$ cat config.mk
export PLATFORM = sky130hd
export DESIGN_NAME = idx_rd_bridge
export DESIGN_NICKNAME = d
export VERILOG_FILES = /design/src/rtl/idx_rd_pkg.sv /design/src/rtl/idx_rd_seq.sv /design/src/rtl/idx_rd_bus.sv /design/src/rtl/idx_rd_bridge.sv
export SDC_FILE = /design/constraint.sdc
export NUM_CORES = 1
export LEC_CHECK = 0
export ABC_CLOCK_PERIOD_IN_PS = 5600
export BUFFER_PORTS_ARGS = -buffer_cell sky130_fd_sc_hd__buf_2
export CORE_MARGIN = 2
export CORE_UTILIZATION = 50
export CTS_BUF_LIST = sky130_fd_sc_hd__clkbuf_2
export DETAILED_ROUTE_END_ITERATION = 8
export PLACE_DENSITY = 0.79
export SETUP_SLACK_MARGIN = 0.15
export SYNTH_ARGS = -nofsm -noshare
export SYNTH_HDL_FRONTEND = slang
export SYNTH_SLANG_ARGS = --single-unit
$ cat constraint.sdc
create_clock -name clk_i -period 5.6 [get_ports clk_i]
set_input_delay 1.12 -clock clk_i [delete_from_list [all_inputs] [get_ports clk_i]]
set_output_delay 1.12 -clock clk_i [all_outputs]
set_load 0.01 [all_outputs]
$ cat src/rtl/idx_rd_pkg.sv
package idx_rd_pkg;
  typedef enum logic [1:0] {
    ST_IDLE = 2'd0,
    ST_LO   = 2'd1,
    ST_HI   = 2'd2,
    ST_RD   = 2'd3
  } phase_e;
endpackage

$ cat src/rtl/idx_rd_seq.sv
module idx_rd_seq
  import idx_rd_pkg::*;
#(
  parameter int unsigned ADDR_W = 48,
  parameter int unsigned CNT_W  = 16,
  parameter int unsigned DATA_W = 32
) (
  input  logic              clk_i,
  input  logic              rst_ni,
  input  logic              start_i,
  input  logic [ADDR_W-1:0] addr_i,
  input  logic [CNT_W-1:0]  len_i,
  input  logic              ack_i,
  input  logic [DATA_W-1:0] rdata_i,
  output phase_e            state_o,
  output logic [ADDR_W-1:0] addr_o,
  output logic              word_valid_o,
  output logic [DATA_W-1:0] word_data_o,
  output logic              done_o,
  output logic              err_o
);
  localparam int unsigned STEP = DATA_W / 8;
  localparam int unsigned AL   = $clog2(STEP);

  phase_e            state_q;
  logic [ADDR_W-1:0] addr_q;
  logic [CNT_W-1:0]  cnt_q;
  logic              valid_q, done_q, err_q;
  logic [DATA_W-1:0] data_q;
  logic              misalign, last;

  assign misalign = (|addr_i[AL-1:0]) | (|len_i[AL-1:0]);
  assign last     = (cnt_q == CNT_W'(STEP));

  always_ff @(posedge clk_i or negedge rst_ni) begin
    if (!rst_ni) begin
      state_q <= ST_IDLE;
      addr_q  <= '0;
      cnt_q   <= '0;
      valid_q <= 1'b0;
      done_q  <= 1'b0;
      err_q   <= 1'b0;
      data_q  <= '0;
    end else begin
      valid_q <= 1'b0;
      done_q  <= 1'b0;
      err_q   <= 1'b0;
      case (state_q)
        ST_IDLE: if (start_i) begin
          if (misalign)         err_q  <= 1'b1;
          else if (len_i == '0) done_q <= 1'b1;
          else begin
            state_q <= ST_LO;
            addr_q  <= addr_i;
            cnt_q   <= len_i;
          end
        end
        ST_LO: if (ack_i) state_q <= ST_HI;
        ST_HI: if (ack_i) state_q <= ST_RD;
        ST_RD: if (ack_i) begin
          valid_q <= 1'b1;
          data_q  <= rdata_i;
          if (last) begin
            done_q  <= 1'b1;
            state_q <= ST_IDLE;
          end else begin
            state_q <= ST_LO;
            addr_q  <= addr_q + ADDR_W'(STEP);
            cnt_q   <= cnt_q - CNT_W'(STEP);
          end
        end
        default: state_q <= ST_IDLE;
      endcase
    end
  end

  assign state_o      = state_q;
  assign addr_o       = addr_q;
  assign word_valid_o = valid_q;
  assign word_data_o  = data_q;
  assign done_o       = done_q;
  assign err_o        = err_q;
endmodule

$ cat src/rtl/idx_rd_bus.sv
module idx_rd_bus
  import idx_rd_pkg::*;
#(
  parameter int unsigned ADDR_W  = 48,
  parameter int unsigned DATA_W  = 32,
  parameter int unsigned REG_AW  = 8,
  parameter int unsigned LO_OFF  = 0,
  parameter int unsigned HI_OFF  = 1,
  parameter int unsigned DAT_OFF = 2
) (
  input  phase_e            state_i,
  input  logic [ADDR_W-1:0] addr_i,
  output logic              req_o,
  output logic              we_o,
  output logic [REG_AW-1:0] raddr_o,
  output logic [DATA_W-1:0] wdata_o
);
  localparam logic [DATA_W-1:0] EN_BIT = DATA_W'(1) << (DATA_W - 1);

  logic [DATA_W-1:0] lo_word, hi_word;
  assign lo_word = addr_i[DATA_W-1:0] | EN_BIT;
  assign hi_word = DATA_W'(addr_i >> (DATA_W - 1));

  always_comb begin
    req_o   = 1'b1;
    we_o    = 1'b1;
    raddr_o = REG_AW'(LO_OFF);
    wdata_o = lo_word;
    case (state_i)
      ST_LO: ;
      ST_HI: begin
        raddr_o = REG_AW'(HI_OFF);
        wdata_o = hi_word;
      end
      ST_RD: begin
        we_o    = 1'b0;
        raddr_o = REG_AW'(DAT_OFF);
        wdata_o = '0;
      end
      default: begin
        req_o   = 1'b0;
        we_o    = 1'b0;
        wdata_o = '0;
      end
    endcase
  end
endmodule

$ cat src/rtl/idx_rd_bridge.sv
module idx_rd_bridge
  import idx_rd_pkg::*;
#(
  parameter int unsigned ADDR_W  = 48,
  parameter int unsigned CNT_W   = 16,
  parameter int unsigned REG_AW  = 8,
  parameter int unsigned LO_OFF  = 0,
  parameter int unsigned HI_OFF  = 1,
  parameter int unsigned DAT_OFF = 2
) (
  input  logic              clk_i,
  input  logic              rst_ni,
  input  logic              start_i,
  input  logic [ADDR_W-1:0] addr_i,
  input  logic [CNT_W-1:0]  len_i,
  output logic              busy_o,
  output logic              done_o,
  output logic              err_o,
  output logic              bus_req_o,
  output logic              bus_we_o,
  output logic [REG_AW-1:0] bus_addr_o,
  output logic [31:0]       bus_wdata_o,
  input  logic              bus_ack_i,
  input  logic [31:0]       bus_rdata_i,
  output logic              word_valid_o,
  output logic [31:0]       word_data_o
);
  localparam int unsigned DATA_W = 32;

  phase_e            state;
  logic [ADDR_W-1:0] waddr;

  idx_rd_seq #(.ADDR_W(ADDR_W), .CNT_W(CNT_W), .DATA_W(DATA_W)) u_seq (
    .clk_i        (clk_i),
    .rst_ni       (rst_ni),
    .start_i      (start_i),
    .addr_i       (addr_i),
    .len_i        (len_i),
    .ack_i        (bus_ack_i),
    .rdata_i      (bus_rdata_i),
    .state_o      (state),
    .addr_o       (waddr),
    .word_valid_o (word_valid_o),
    .word_data_o  (word_data_o),
    .done_o       (done_o),
    .err_o        (err_o)
  );

  idx_rd_bus #(
    .ADDR_W(ADDR_W), .DATA_W(DATA_W), .REG_AW(REG_AW),
    .LO_OFF(LO_OFF), .HI_OFF(HI_OFF), .DAT_OFF(DAT_OFF)
  ) u_bus (
    .state_i (state),
    .addr_i  (waddr),
    .req_o   (bus_req_o),
    .we_o    (bus_we_o),
    .raddr_o (bus_addr_o),
    .wdata_o (bus_wdata_o)
  );

  assign busy_o = (state != ST_IDLE);
endmodule

Word level (Yosys, flattened, before mapping)

Index checks and enable logic that the tools add are counted.
Widths: inputs -> output; s select.

Output and inout port bits: 78
Bits in registers: 101
Word-level logic and storage cells: 67
Input bits: 100

Bitwise gates (word level): 1
Multiplexer cells: 35
Reductions and logical operators: 11
Equal/unequal tests: 11
Add/subtract/negate cells: 2

Operators by type and width:

| cell                  | number |
|---|---|
| $mux 48               | 5 |
| $pmux 48 s2           | 1 |
| $mux 16               | 5 |
| $pmux 32 s2           | 1 |
| $add 48x3->48 const B | 1 |
| $pmux 16 s2           | 1 |
| $eq 16x3->1 const B   | 1 |
| $logic_not 16->1      | 1 |
| $sub 16x3->16 const B | 1 |
| $ne 2x2->1 const B    | 7 |
| $mux 1                | 13 |
| $mux 2                | 6 |
| $reduce_and 6->1      | 2 |
| $pmux 2 s4            | 1 |
| $reduce_or 2->1       | 3 |
| $eq 2x2->1 const B    | 2 |
| $pmux 2 s2            | 1 |
| $reduce_bool 2->1     | 2 |
| $reduce_or 3->1       | 1 |
| $eq 2x1->1 const B    | 1 |
| $logic_not 2->1       | 1 |
| $pmux 1 s2            | 1 |
| $reduce_and 2->1      | 1 |
| $or 1x1->1            | 1 |

Longest topological paths before layout

Depth after elaboration: 5
Mapped depth: 10
Gate-level depth less buffers: 8

Cells and area by module

From an unflattened synthesis, not the netlist that was laid out.

Cells, all modules: 675
Area total of the unflattened synthesis: 6133.4 sq um

Modules (own cells, without submodules):

| module        | sequential area each (sq um) | cells each | instances | area an instance (sq um) |
|---|---|---|---|---|
| idx_rd_seq    | 2527.4                       | 602        | 1         | 5595.4 |
| idx_rd_bus    | 0.0                          | 72         | 1         | 531.8 |
| idx_rd_bridge | 0.0                          | 1          | 1         | 6.3 |

Least setup slack after synthesis

OpenSTA, ideal clock, no wires.

Kind: register to output
Start point: register u_seq.state_q[0], in the netlist u_seq.state_o[0]
End point: output port bus_wdata_o[0]
Stages on the path, launching flop included: 7
Arrival: 1.838 ns
Setup slack: 2.642 ns
Buffers on the path: 2
Required time: 4.480 ns
Cells stage by stage: dfrtp_1 > inv_1 > ha_1 > and2_1 > clkbuf_1 > clkbuf_1 > a22o_1

Word-level cells in the longest chain between the ends: 2
Elaborated cells between the ends (all ways): 3
Those cells by class: eq/ne: 2; mux: 1

Ends and longest elaborated chain:

| element                                  | RTL line            | RTL |
|---|---|---|
| start: declaration                       | idx_rd_seq.sv:25    | `phase_e state_q;` |
| start signal: assignment                 | idx_rd_seq.sv:37    | `state_q <= ST_IDLE;` |
| start signal: assignment                 | idx_rd_seq.sv:53    | `state_q <= ST_LO;` |
| start signal: assignment                 | idx_rd_seq.sv:58    | `ST_LO: if (ack_i) state_q <= ST_HI;` |
| $eq 2x2->1 or $eq 2x1->1 (tied branches) | idx_rd_bus.sv:29    | `case (state_i)` |
| $pmux 32 s2 *                            | idx_rd_bus.sv:29    |  |
| end: declaration                         | idx_rd_bridge.sv:22 | `output logic [31:0] bus_wdata_o,` |

Every way passes the cells marked *; elsewhere a longest branch is shown, timed or not.

Worst setup path after layout

Start point: register u_seq.state_q[0], in the netlist u_seq.state_o[0]
End point: output port bus_wdata_o[1]

The elaborated chain is that of the path after synthesis.

==> results_dict.tcl <==
set metrics [dict create \
    wirelength_um 16800 \
    drt_iter0_markers 464 \
    firstDrtPassIters 5 \
    synth_compound_area_share_pct 23.3 \
    syn_area_per_cell_um2 9.19 \
    core_area_um2 11500 \
    utilization_pct 60.0 \
    ant_nets 0 \
    num-nets-final 888 \
    ys_seq_elements 101 \
    area_delta_synth_final_pct 16.8 \
    drv_slew 0 \
    instances_no_fill 925 \
    p_leak_nw 3.07 \
    die_x_um 113 \
    cts_tree "built" \
    wl_met1_um 7090 \
    top_layer "met4" \
    synthAdderAreaFrac_pct 2.34 \
    maxCapViolations 0 \
    rsz0062_at_grt "false" \
    multi_input_area_um2 3070 \
    viasPerCell 6.11 \
    gr-usage-all-layers_pct 26.6 \
    drive_gt1_share_pct 29.7 \
    initial_core_util_pct 51.4 \
    grt_pass1_vias 5443 \
    tightest_slew_ns 0.909 \
    outcome "completed" \
    die_h_um 113 \
    crit_required_ns 4.48 \
    synth_mux_area_share_pct 6.82 \
    maxSlewHeadroom_pct 38.8 \
    rows 39 \
    finalCriticalPeriod_ns 4.18 \
    async_flop_share_pct 100 \
    h-tree-depth 3 \
    clk_latency_ns 0.64 \
    final_cell_mix "buf_2, dfrtp_1, a21oi_1" \
    cts_resized 0 \
    fmax_mhz 239 \
    clk_pin_slew_ns 0.26 \
    synth-seq-area-share_pct 42.9 \
    startpoint_type "flop" \
    fp.dieArea_um2 12700 \
    power_frac_clock_pct 11.0 \
    grt_max_degree 82 \
    syn_inst 641 \
    cts-buffers-inserted 9 \
    final_common_cell "buf_2" \
    crit_start "u_seq.state_o[0]" \
    grt_overflow 0 \
    synth_edf_count 0 \
    holdBufCountCts 0 \
    ys.flop_type "dfrtp_1" \
    io_buffers 171 \
    hold_viol 0 \
    synthSimpleGateAreaFrac_pct 18.9 \
    hold_class "input port to asynchronous set/reset pin" \
    synth_area_um2 5890 \
    setup_violations 0 \
    cts_sinks 101 \
    synth_xor_area_share_pct 0 \
    synth_top_family_by_area "compound AO/OA/AOI/OAI gates" \
    fin_setup_tns_ns 0 \
    skew_ns 0.0332 \
    wl_per_cell_um 18.1 \
    ys_types 52 \
    power_density_nw_per_um2 590 \
    place_congestion 0.849 \
    r2r_start "u_seq.state_o[0]" \
    vdd_drop_max_uv 299 \
    wl_met2_um 8040 \
    dp.cells 909 \
    post-cts-setup-buffers 0 \
    fin_crit_sh_pct 74.7 \
    switchingPower_mw 1.88 \
    vias 5654 \
    clk_path_buf_depth 2 \
    io_pins 178 \
    dp_hpwl_um 11800 \
    p_sw_share_pct 46.2 \
    antenna_found_initial 0 \
    drc 0 \
    seq_area_um2 2530 \
    intPower_mw 2.18 \
    fillers 1039 \
    cts-root-buf "clkbuf_2" \
    cp_max_fo 19 \
    crit_arrival_ns 3.06 \
    grt_pass1_wl_um 27000 \
    critPathKind "flop to primary output" \
    p_comb_share_pct 53.1 \
    cp-end-kind "primary output" \
    synth_warnings 0 \
    seqPwrFrac_pct 35.9 \
    antenna_cells 0 \
    wl_met3_um 1210 \
]
[cells in the mapped netlist (9+ instances only)]
cell	n	area share [%]
a21oi_1	74	6.3
a22o_1	17	2.5
a2bb2oi_1	21	3.1
and2_1	10	1.1
and3_1	20	2.1
buf_4	11	1.4
clkbuf_1	29	1.8
dfrtp_1	101	43
ha_1	11	2.3
inv_1	12	0.76
mux2_2	33	6.3
nand2_1	58	3.7
nand3_1	24	2.0
nand4_1	22	2.3
nor2_1	32	2.0
nor4_1	9	0.96
o21ai_0	36	3.1
o22a_1	10	1.5
o22ai_1	17	1.8
[logic make-up after synthesis]
group,Yosys count
AOI/OAI and AO/OA,212
and+or+nand+nor,212
DFF,101
buffers and inverters,68
muxes,36
adders and majority gates,11
other,1
[path summary, 6_finish.rpt]
check,to,slack (ns),depth (start not counted)
worst max-delay path,bus_wdata_o[1],1.42,5
worst max register to register,u_seq.addr_o[23],2.27,7
worst min-delay path,u_seq.word_data_o[23],0.47,1
worst min register to register,u_seq.cnt_q[1],0.52,1
max in group asynchronous,u_seq.cnt_q[8],3.99,2
min in group clk_i,u_seq.cnt_q[1],0.52,1
[worst max-delay path, cell delays in order, from the launching register on]
cell	delay, ns
dfrtp_1	0.58
inv_1	0.15
ha_1	0.60
and2_1	0.68
a22o_1	0.28
buf_2	0.14
[metal layers]
metal / vias to the layer above / global-route usage [%]
li1: 2664 / -
met2: 238 / 42.8
met4: 0 / 9.76
met1: 2716 / 35.2
met5: - / 0
met3: 36 / 6.53
[power groups by stage]
| stage | clock network [mW] | registers (mW) | logic [mW] |
|---|---|---|---|
| 2_1_floorplan | 0 | 1.40 | 1.58 |
| 3_3_place_gp | 0 | 1.44 | 2.06 |
| 3_5_place_dp | 0 | 1.46 | 2.15 |
| 4_1_cts | 0.453 | 1.44 | 2.15 |
| 5_1_grt | 0.484 | 1.51 | 2.38 |
| 6_report | 0.445 | 1.46 | 2.16 |
[cell type report]
type	instances	area share (%)
flip-flops and latches	101	36.7
well taps	143	2.60
inverters	12	0.655
clock inverters	7	1.66
repair buffers	176	13.0
multi-input cells	477	44.7
clock buffers	9	0.655
[sequential cells by signal, summed over array words and instances, names as in the netlist]
| name | count |
|---|---|
| u_seq.addr_o | 48 |
| u_seq.cnt_q | 16 |
| u_seq.done_o | 1 |
| u_seq.err_o | 1 |
| u_seq.state_o | 2 |
| u_seq.word_data_o | 32 |
| u_seq.word_valid_o | 1 |
[metrics by stage]
stage | hold slack [ns] | total power, mW | cell area (um2) | worst slack [ns]
floorplan | 0.445 | 2.98 | 5910 | 2.64
global placement | 0.468 | 3.50 | 6720 | 2.17
detailed placement | 0.472 | 3.61 | 6720 | 2.06
CTS | 0.471 | 4.05 | 6880 | 1.40
global route | 0.458 | 4.38 | 6880 | 1.23
finish | 0.471 | 4.06 | 6880 | 1.42
Power figures use the tool's default switching activity.
